<file path="src/rtl/emmc_boot_pkg.sv">
package emmc_boot_pkg;

  localparam int FRAME_LEN = 48;
  localparam logic [31:0] BOOT_ARG = 32'hFFFF_FFFA;

  typedef enum logic [2:0] {
    S_IDLE, S_CMD, S_ACKWAIT, S_ACKBITS, S_BLKWAIT, S_DATA, S_DONE
  } seqStateT;

  // Strobes from control to datapath
  typedef struct packed {
    logic loadFrame;
    logic shiftFrame;
    logic driveFrame;
    logic holdLow;
    logic clearData;
    logic shiftData;
  } dpCtlT;

  function automatic logic [6:0] crc7(input logic [39:0] msg);
    logic [6:0] c;
    logic fb;
    c = '0;
    for (int i = 39; i >= 0; i--) begin
      fb = msg[i] ^ c[6];
      c  = {c[5:0], 1'b0};
      if (fb) c = c ^ 7'h09;
    end
    return c;
  endfunction

  function automatic logic [FRAME_LEN-1:0] bootFrame();
    logic [39:0] m;
    m = {2'b01, 6'd0, BOOT_ARG};
    return {m, crc7(m), 1'b1};
  endfunction

endpackage

</file>
<file path="src/rtl/emmc_boot_dp.sv">
module emmc_boot_dp
  import emmc_boot_pkg::*;
(
  input  logic       clk,
  input  logic       rstN,
  input  dpCtlT      ctl,
  input  logic       dat0,
  output logic       cmdOut,
  output logic [7:0] rxByte,
  output logic       rxValid
);

  logic [FRAME_LEN-1:0] frameSh;
  logic [6:0]           dataSh;
  logic [2:0]           bitCnt;

  always_ff @(posedge clk or negedge rstN) begin
    if (!rstN) begin
      frameSh <= '1;
      dataSh  <= '0;
      bitCnt  <= '0;
      rxByte  <= '0;
      rxValid <= 1'b0;
    end else begin
      if (ctl.loadFrame)       frameSh <= bootFrame();
      else if (ctl.shiftFrame) frameSh <= {frameSh[FRAME_LEN-2:0], 1'b1};

      rxValid <= 1'b0;
      if (ctl.clearData) begin
        bitCnt <= '0;
      end else if (ctl.shiftData) begin
        dataSh <= {dataSh[5:0], dat0};
        bitCnt <= bitCnt + 3'd1;
        if (bitCnt == 3'd7) begin
          rxByte  <= {dataSh, dat0};
          rxValid <= 1'b1;
        end
      end
    end
  end

  always_comb begin
    if (ctl.driveFrame)   cmdOut = frameSh[FRAME_LEN-1];
    else if (ctl.holdLow) cmdOut = 1'b0;
    else                  cmdOut = 1'b1;
  end


  frame_start_chk: assert property (@(posedge clk) disable iff (!rstN)
    $rose(ctl.driveFrame) |-> !cmdOut);


  frame_end_chk: assert property (@(posedge clk) disable iff (!rstN)
    $fell(ctl.driveFrame) |-> $past(cmdOut));


  valid_gap_chk: assert property (@(posedge clk) disable iff (!rstN)
    rxValid |=> !rxValid);

endmodule

</file>
<file path="src/rtl/emmc_boot_ctrl.sv">
module emmc_boot_ctrl
  import emmc_boot_pkg::*;
#(
  parameter int BLOCK_BYTES = 512,
  parameter int BLK_W       = 8,
  parameter int TO_W        = 16
) (
  input  logic             clk,
  input  logic             rstN,
  input  logic             start,
  input  logic             bootOp,
  input  logic             altMode,
  input  logic             ackEn,
  input  logic [BLK_W-1:0] blockCount,
  input  logic [TO_W-1:0]  ackTimeout,
  input  logic             softTerm,
  input  logic             dat0,
  output dpCtlT            ctl,
  output logic             done,
  output logic             err
);

  localparam int BLOCK_BITS = BLOCK_BYTES * 8;
  localparam int BIT_W      = $clog2(BLOCK_BITS);
  localparam int CNT_W      = (BIT_W > TO_W) ? BIT_W : TO_W;

  seqStateT         state;
  logic [CNT_W-1:0] cnt;
  logic [BLK_W-1:0] blkLeft;
  logic [2:0]       ackSh;
  logic             ackLat;
  logic             primLat;
  logic             termPrev;
  logic             termEdge;

  assign termEdge = softTerm && !termPrev;
  assign done     = (state == S_DONE);

  always_comb begin
    ctl            = '0;
    ctl.loadFrame  = (state == S_IDLE) && start && bootOp && altMode;
    ctl.shiftFrame = (state == S_CMD);
    ctl.driveFrame = (state == S_CMD);
    ctl.holdLow    = primLat && (state != S_IDLE);
    ctl.clearData  = (state == S_BLKWAIT) && !dat0;
    ctl.shiftData  = (state == S_DATA) && !termEdge;
  end

  always_ff @(posedge clk or negedge rstN) begin
    if (!rstN) begin
      state    <= S_IDLE;
      cnt      <= '0;
      blkLeft  <= '0;
      ackSh    <= '0;
      ackLat   <= 1'b0;
      primLat  <= 1'b0;
      termPrev <= 1'b0;
      err      <= 1'b0;
    end else begin
      termPrev <= softTerm;
      if (state != S_IDLE && termEdge) begin
        state <= S_IDLE;
      end else begin
        case (state)
          S_IDLE: if (start) begin
            err     <= 1'b0;
            cnt     <= '0;
            ackLat  <= bootOp && ackEn;
            primLat <= bootOp && !altMode;
            blkLeft <= (blockCount == '0) ? BLK_W'(1) : blockCount;
            if (bootOp && altMode)    state <= S_CMD;
            else if (bootOp && ackEn) state <= S_ACKWAIT;
            else                      state <= S_BLKWAIT;
          end
          S_CMD: begin
            if (cnt == CNT_W'(FRAME_LEN - 1)) begin
              cnt   <= '0;
              state <= ackLat ? S_ACKWAIT : S_BLKWAIT;
            end else begin
              cnt <= cnt + CNT_W'(1);
            end
          end
          S_ACKWAIT: begin
            if (!dat0) begin
              cnt   <= '0;
              state <= S_ACKBITS;
            end else if ((cnt + CNT_W'(1)) == CNT_W'(ackTimeout)) begin
              err   <= 1'b1;
              state <= S_IDLE;
            end else begin
              cnt <= cnt + CNT_W'(1);
            end
          end
          S_ACKBITS: begin
            ackSh <= {ackSh[1:0], dat0};
            if (cnt == CNT_W'(3)) begin
              cnt <= '0;
              if ({ackSh, dat0} == 4'b0101) begin
                state <= S_BLKWAIT;
              end else begin
                err   <= 1'b1;
                state <= S_IDLE;
              end
            end else begin
              cnt <= cnt + CNT_W'(1);
            end
          end
          S_BLKWAIT: if (!dat0) begin
            cnt   <= '0;
            state <= S_DATA;
          end
          S_DATA: begin
            if (cnt == CNT_W'(BLOCK_BITS - 1)) begin
              cnt <= '0;
              if (blkLeft == BLK_W'(1)) begin
                state <= S_DONE;
              end else begin
                blkLeft <= blkLeft - BLK_W'(1);
                state   <= S_BLKWAIT;
              end
            end else begin
              cnt <= cnt + CNT_W'(1);
            end
          end
          S_DONE:  state <= S_IDLE;
          default: state <= S_IDLE;
        endcase
      end
    end
  end


  done_single_chk: assert property (@(posedge clk) disable iff (!rstN)
    done |=> !done);


  err_no_done_chk: assert property (@(posedge clk) disable iff (!rstN)
    $rose(err) |-> !done);


  ack_gate_chk: assert property (@(posedge clk) disable iff (!rstN)
    (state == S_ACKWAIT) |-> ackLat);

endmodule

</file>
<file path="src/rtl/emmc_boot_seq.sv">
module emmc_boot_seq
  import emmc_boot_pkg::*;
#(
  parameter int BLOCK_BYTES = 512,
  parameter int BLK_W       = 8,
  parameter int TO_W        = 16
) (
  input  logic             clk,
  input  logic             rstN,
  input  logic             start,
  input  logic             bootOp,
  input  logic             altMode,
  input  logic             ackEn,
  input  logic [BLK_W-1:0] blockCount,
  input  logic [TO_W-1:0]  ackTimeout,
  input  logic             softTerm,
  input  logic             dat0,
  output logic             cmdOut,
  output logic [7:0]       rxByte,
  output logic             rxValid,
  output logic             done,
  output logic             err
);

  dpCtlT ctl;

  emmc_boot_ctrl #(
    .BLOCK_BYTES(BLOCK_BYTES),
    .BLK_W      (BLK_W),
    .TO_W       (TO_W)
  ) uCtrl (
    .clk       (clk),
    .rstN      (rstN),
    .start     (start),
    .bootOp    (bootOp),
    .altMode   (altMode),
    .ackEn     (ackEn),
    .blockCount(blockCount),
    .ackTimeout(ackTimeout),
    .softTerm  (softTerm),
    .dat0      (dat0),
    .ctl       (ctl),
    .done      (done),
    .err       (err)
  );

  emmc_boot_dp uDp (
    .clk    (clk),
    .rstN   (rstN),
    .ctl    (ctl),
    .dat0   (dat0),
    .cmdOut (cmdOut),
    .rxByte (rxByte),
    .rxValid(rxValid)
  );

endmodule

</file>
<file path="config.mk">
export PLATFORM = sky130hd
export DESIGN_NAME = emmc_boot_seq
export DESIGN_NICKNAME = d
export VERILOG_FILES = /design/src/rtl/emmc_boot_pkg.sv /design/src/rtl/emmc_boot_dp.sv /design/src/rtl/emmc_boot_ctrl.sv /design/src/rtl/emmc_boot_seq.sv
export SDC_FILE = /design/constraint.sdc
export NUM_CORES = 1
export LEC_CHECK = 0
export BUFFER_PORTS_ARGS = -buffer_cell sky130_fd_sc_hd__buf_4
export CAP_MARGIN = 40
export CORE_MARGIN = 2
export CORE_UTILIZATION = 55
export CTS_BUF_LIST = sky130_fd_sc_hd__clkbuf_8 sky130_fd_sc_hd__clkbuf_16
export CTS_CLUSTER_SIZE = 30
export DETAILED_ROUTE_END_ITERATION = 10
export MAX_ROUTING_LAYER = met4
export PLACE_DENSITY = 0.74
export SLEW_MARGIN = 10
export SYNTH_ARGS = -nofsm -noshare
export SYNTH_HDL_FRONTEND = slang
export SYNTH_SLANG_ARGS = --single-unit
</file>
<file path="constraint.sdc">
create_clock -name clk -period 3.76 [get_ports clk]
set_clock_uncertainty 0.2 [all_clocks]
set_input_delay 0.564 -clock clk [delete_from_list [all_inputs] [get_ports clk]]
set_output_delay 0.564 -clock clk [all_outputs]
set_load 0.02 [all_outputs]
</file>
# Yosys cells after proc, flatten, opt, wreduce, memory -nomap -nowiden
# Cells that the tools add are included.
dict set report totals {
  elab_cells 119
  ff_bits 101
  output_inout_bits 12
}
dict set report classes {
  n_addsub 3
  n_mux 42
  reduce_logical 31
  bitwise 2
  eq_ne 28
}
# op n
set ops {}
lappend ops {{$mux 16} 7}
lappend ops {{$mux 48} 2}
lappend ops {{$pmux 16 s6} 1}
lappend ops {{$mux 3} 14}
lappend ops {{$mux 8} 4}
lappend ops {{$pmux 3 s6} 1}
lappend ops {{$add 16x1->16 const B} 1}
lappend ops {{$eq 16x12->1 const B} 1}
lappend ops {{$eq 16x16->1} 1}
lappend ops {{$eq 16x2->1 const B} 1}
lappend ops {{$eq 16x6->1 const B} 1}
lappend ops {{$pmux 8 s2} 1}
lappend ops {{$eq 3x3->1 const B} 4}
lappend ops {{$ne 2x2->1 const B} 6}
lappend ops {{$ne 3x3->1 const B} 4}
lappend ops {{$logic_and 1x1->1} 11}
lappend ops {{$mux 1} 10}
lappend ops {{$reduce_and 5->1} 2}
lappend ops {{$eq 8x1->1 const B} 1}
lappend ops {{$logic_not 8->1} 1}
lappend ops {{$sub 8x1->8 const B} 1}
lappend ops {{$reduce_and 7->1} 1}
lappend ops {{$eq 3x2->1 const B} 2}
lappend ops {{$ne 3x1->1 const B} 2}
lappend ops {{other kinds (16)} 26}

# Logic depth before layout (Yosys ltp)
dict set report logic_depth {
  ltp_word 6
  ltp_mapped 12
  depth_no_buf 8
}

# Modules after synthesis
# Synthesis repeated with hierarchy kept, for this count alone.
dict set report hier_totals {
  hier_cells 542
  hier_area_um2 5534.1
}
# mod cells_per_inst seq_area_each_um2 area_per_inst_um2 n_inst
set modules_own_cells {}
lappend modules_own_cells {emmc_boot_dp 204 1710.4 2837.7 1}
lappend modules_own_cells {emmc_boot_ctrl 338 850.8 2696.3 1}

# Worst setup path before layout
# OpenSTA, ideal clock, no wires.
dict set report synth_timing {
  path_type {flip-flop to flip-flop}
  from {reg uCtrl.cnt[1]}
  to {reg uCtrl.cnt[3]}
  path_stages_with_launch 13
  slack_ps 976
  arrival_time_ps 2492
  synth_period_minus_slack_ps 2784
  required_time_ps 3468
  path_cell_list {dfrtp_1 > ha_1 > buf_4 > and4_1 > buf_2 > a21boi_2 > nor3_1 > o31ai_2 > nor4_4 > or3_1 > buf_6 > buf_8 > o31ai_2}
}
dict set report synth_via {
  elab_chain_len 4
  word_cells_on_any_way 13
  classes_between {add/sub: 1; eq/ne: 5; mux: 6; reduce/logical: 1}
}
# item line_no
set synth_lines {}
lappend synth_lines {{start: declaration} emmc_boot_ctrl.sv:28} ;# logic [CNT_W-1:0] cnt;
lappend synth_lines {{start signal: assignment} emmc_boot_ctrl.sv:80} ;# cnt <= cnt + CNT_W'(1);
lappend synth_lines {{start signal: assignment} emmc_boot_ctrl.sv:91} ;# cnt <= cnt + CNT_W'(1);
lappend synth_lines {{start signal: assignment} emmc_boot_ctrl.sv:105} ;# cnt <= cnt + CNT_W'(1);
lappend synth_lines {{$add 16x1->16} --}
lappend synth_lines {{$eq 16x16->1 / $mux 16 (equally long branches)} emmc_boot_ctrl.sv:87} ;# end else if ((cnt + CNT_W'(1)) == CNT_W'(ackTimeout)) begin
lappend synth_lines {{$ne 3x3->1 (no source line) / $mux 16 (equally long branches)} --}
lappend synth_lines {{$reduce_and 5->1 (no source line) / $pmux 16 s6 (equally long branches)} --}
# Several ways; a longest one is shown, not always the timed one. The select of a mux whose other input is x is not followed.
# A chain may end at the register's enable or synchronous reset.

# Worst setup path in the final report
dict set report layout_timing {
  from {reg uCtrl.cnt[0]}
  to {reg uCtrl.cnt[9]}
}
# Same word-level chain as after synthesis.

==> metrics.md <==
| Metric | Value |
|---|---|
| CTS tree | built |
| Cell Rows | 35 |
| Final GP Congestion | 0.892 |
| Clock Latency Late Sink | between 300 and 400 ps |
| Worst Setup SP | uCtrl.cnt[0] |
| H-tree depth | 3 |
| Synth Flop Type | dfrtp_1 |
| Clk buf depth | 2 |
| First-pass GRT wire length | 18000 um |
| Status | complete, no violations |
| Detailed Routing Iterations Pass 1 | 5 |
| Clock sinks | 100 |
| Layout area overhead | 10.5% |
| Top-level port count | 44 |
| Tightest Hold Check Type | in2async |
| Pwr Total | 3610 uW |
| Power Dens Cells | ~620 nW/um^2 |
| CTS buffer count | 9 |
| Critical path peak fanout | 15 |
| PortBufs | 43 |
| Setup TNS | 0 ps |
| CP endpoint kind | register |
| Final Hold Fails | 0 |
| Seq/Total Area, Yosys | between 40% and 50% |
| RSZ-0062 raised after global routing | no |
| Die Span Y | 102 um |
| CP arrival | around 3500 ps |
| Final #Nets | about 550 |
| Vias | roughly 3900 |
| Vias/cell | ~6 |
| Antenna viol nets, final | 0 |
| Distinct cells, synth | 65 |
| Ant diodes | 0 |
| Clock slew at reported path FFs | approximately 110 ps |
| Leakage | between 0.002 and 0.0025 uW |
| Pin count of the biggest net entering global routing | 55 |
| Final period utilization | 92.1% |
| DRC viols | 0 |
| Die area | between 10000 and 15000 um^2 |
| Total gr overflow | 0 |
| Clock period minus final worst setup slack | between 3000 and 4000 ps |
| Crit path required time | about 3800 ps |
| Setup CP Type | reg2reg |
| F_max | between 200 and 300 MHz |
| First DRT Iteration DRCs | 296 |
| Final hold slack | 38.2 ps |
| Final wirelength | around 11000 um |
| Post-synth EDFFs | 0 |
| RR Endpoint | uCtrl.cnt[9] |
| Slew Limit Fails | 0 |
| Die Wd | 102 um |
| Post-Syn Instances | slightly below 500 |
| Post-CTS setup buffer count | 0 |
| Starting Density | between 50% and 60% |
| Vias in the first global route | 3740 |
| Netlist Area Pre-Place | ~5200 um^2 |
| Mean Syn Cell Area | 10.8 um^2 |
| CP cell instances | ha_1, and4_1, a21o_1, a21boi_0, o31ai_2, nor4_4, or3_1, o41ai_1 |
| DPL Wire Length | 7240 um |
| Slowest library cell on the worst path | or3_1 |
| Async SR Flop Fraction | 100% |
| Capture point of the worst path | uCtrl.cnt[9] |
| Worst reg-to-reg path cell count | 8 |
| Syn_nets | 519 |
| Synth warn | 0 |
| Slew headroom | a little under half |
| Worst Tran Pin Value | about 800 ps |
| Setup violators final | 0 |
| Global Route Usage Sum | a little under a quarter |
| Flop-to-flop setup slack | roughly 300 ps |
| Post-placement cell count | 627 |
| Cts hold-fix bufs | 0 |
| Initial antenna violation count | 0 |
| Final Non-Filler Cells | ~640 |
| Number of max-cap violations | 0 |
| Maximum vdd drop | approximately 0.0003 V |
| Wire per inst | around 16 um |
| Max incr delay on CP | a little under 700 ps |
| Post-CTS sizing | 0 |
| Critical Path Start Type | register |
| Core Region | approximately 9200 um^2 |
| Yosys reg bits | 100 |
| CTS root buf | clkbuf_8 |
| Crit Reg-Reg Startpoint | uCtrl.cnt[0] |
| Share of cells above drive strength 1 | 30.5% |
| Utilization after layout | a little over three fifths |
-- routing by layer --
| layer | wire length [um] | vias up | part of all wire, % | global-route usage, % |
|---|---|---|---|---|
| li1 | - | 1870 | - | - |
| met1 | 5070 | 1886 | 48 | 31.9 |
| met2 | 4870 | 112 | 46 | 34.0 |
| met3 | 443 | 12 | 4.2 | 3.52 |
| met4 | 150 | 0 | 1.4 | 6.55 |
| met5 | 0 | - | 0 | - |
-- area by class of cell --
cell class	count	area (um^2)
Clock buffer	9	124
Inverter	8	30.0
Fill cell	748	3460
Sequential cell	100	2560
Multi-Input combinational cell	337	2440
Clock inverter	7	67.6
Timing Repair Buffer	53	398
Tap cell	129	161
-- where the power goes --
part | switching, uW | internal, uW | leakage (uW)
combinational | 633 | 495 | 0.00113
clock | 406 | 258 | 0.0000993
sequential | 248 | 1570 | 0.00120
-- sequential cells by signal (all words and copies together) (netlist names) --
name / count
uDp.rxValid: 1
uDp.bitCnt: 3
uCtrl.err: 1
uCtrl.termPrev: 1
uDp.rxByte: 8
uCtrl.state: 3
uCtrl.ackLat: 1
uDp.frameSh: 47
uCtrl.cnt: 16
uDp.dataSh: 7
uCtrl.ackSh: 3
uCtrl.blkLeft: 8
uCtrl.primLat: 1
-- Yosys cell counts (7+ instances only) --
library cell	n	area, um^2
a31oi_1	9	56.3
dfrtp_1	53	1330
inv_1	8	30.0
nor2b_1	9	56.3
o31ai_2	7	87.6
dfstp_2	47	1230
nand3_1	8	40.0
o21ai_0	23	115
nand2_1	23	86.3
a22o_1	13	114
buf_2	10	50.1
clkbuf_1	17	63.8
nor2_1	31	116
nor3_1	13	65.1
xnor2_1	11	96.3
nor4_1	8	50.1
nand4_1	8	50.1
xor2_1	8	70.1
o22a_1	36	315
o31ai_1	18	135
a21oi_1	14	70.1
mux2_2	18	203
-- layout by cell type (no fill, tap or decap), types with 7 or more instances in the layout --
cell | synthesis | final
a22o_1 | 13 | 13
xnor2_1 | 11 | 11
clkbuf_8 | 0 | 9
dfrtp_1 | 53 | 53
dfstp_2 | 47 | 47
nor2_1 | 31 | 31
o31ai_2 | 7 | 7
nor2b_1 | 9 | 9
nor4_1 | 8 | 8
xor2_1 | 8 | 8
o31ai_1 | 18 | 18
a21oi_1 | 14 | 14
nand3_1 | 8 | 8
a31oi_1 | 9 | 9
buf_4 | 3 | 53
mux2_2 | 18 | 18
nor3_1 | 13 | 13
o22a_1 | 36 | 36
nand2_1 | 23 | 23
nand4_1 | 8 | 8
inv_1 | 8 | 8
o21ai_0 | 23 | 23
-- worst max-delay path: cells and delay by family (launching register included) --
family                     cells  cell delay (ps)
and+or+nand+nor                3             1250
AOI/OAI and AO/OA              4              970
DFF                            1              520
adders and majority gates      1              400
-- through the flow --
stage	worst slack [ps]	area [um^2]
after global routing	89.2	5780
after global placement	489	5590
after CTS	286	5780
after floorplan	976	5230
after detailed placement	326	5590
final	297	5780
-- how the worst min path moves through the flow --
stage	start	to	slack (ps)	cells past startpoint
after floorplan	rstN	uCtrl.ackLat	70	0
after global placement	uCtrl.primLat	uCtrl.primLat	260	2
after detailed placement	uCtrl.primLat	uCtrl.primLat	270	2
after CTS	rstN	uCtrl.blkLeft[7]	30	1
after global routing	rstN	uCtrl.blkLeft[7]	70	1
final	rstN	uCtrl.blkLeft[7]	40	1
-- cell families after synthesis --
logic type,count (synthesis),share of synthesized area [%]
xor+xnor,19,3.18
fa+ha+maj,5,1.20
buf+inv,45,4.47
simple gates,138,15.1
flops,100,49.0
compound gates,155,22.8
mux,20,4.26
(Power assumes the default switching activity.)
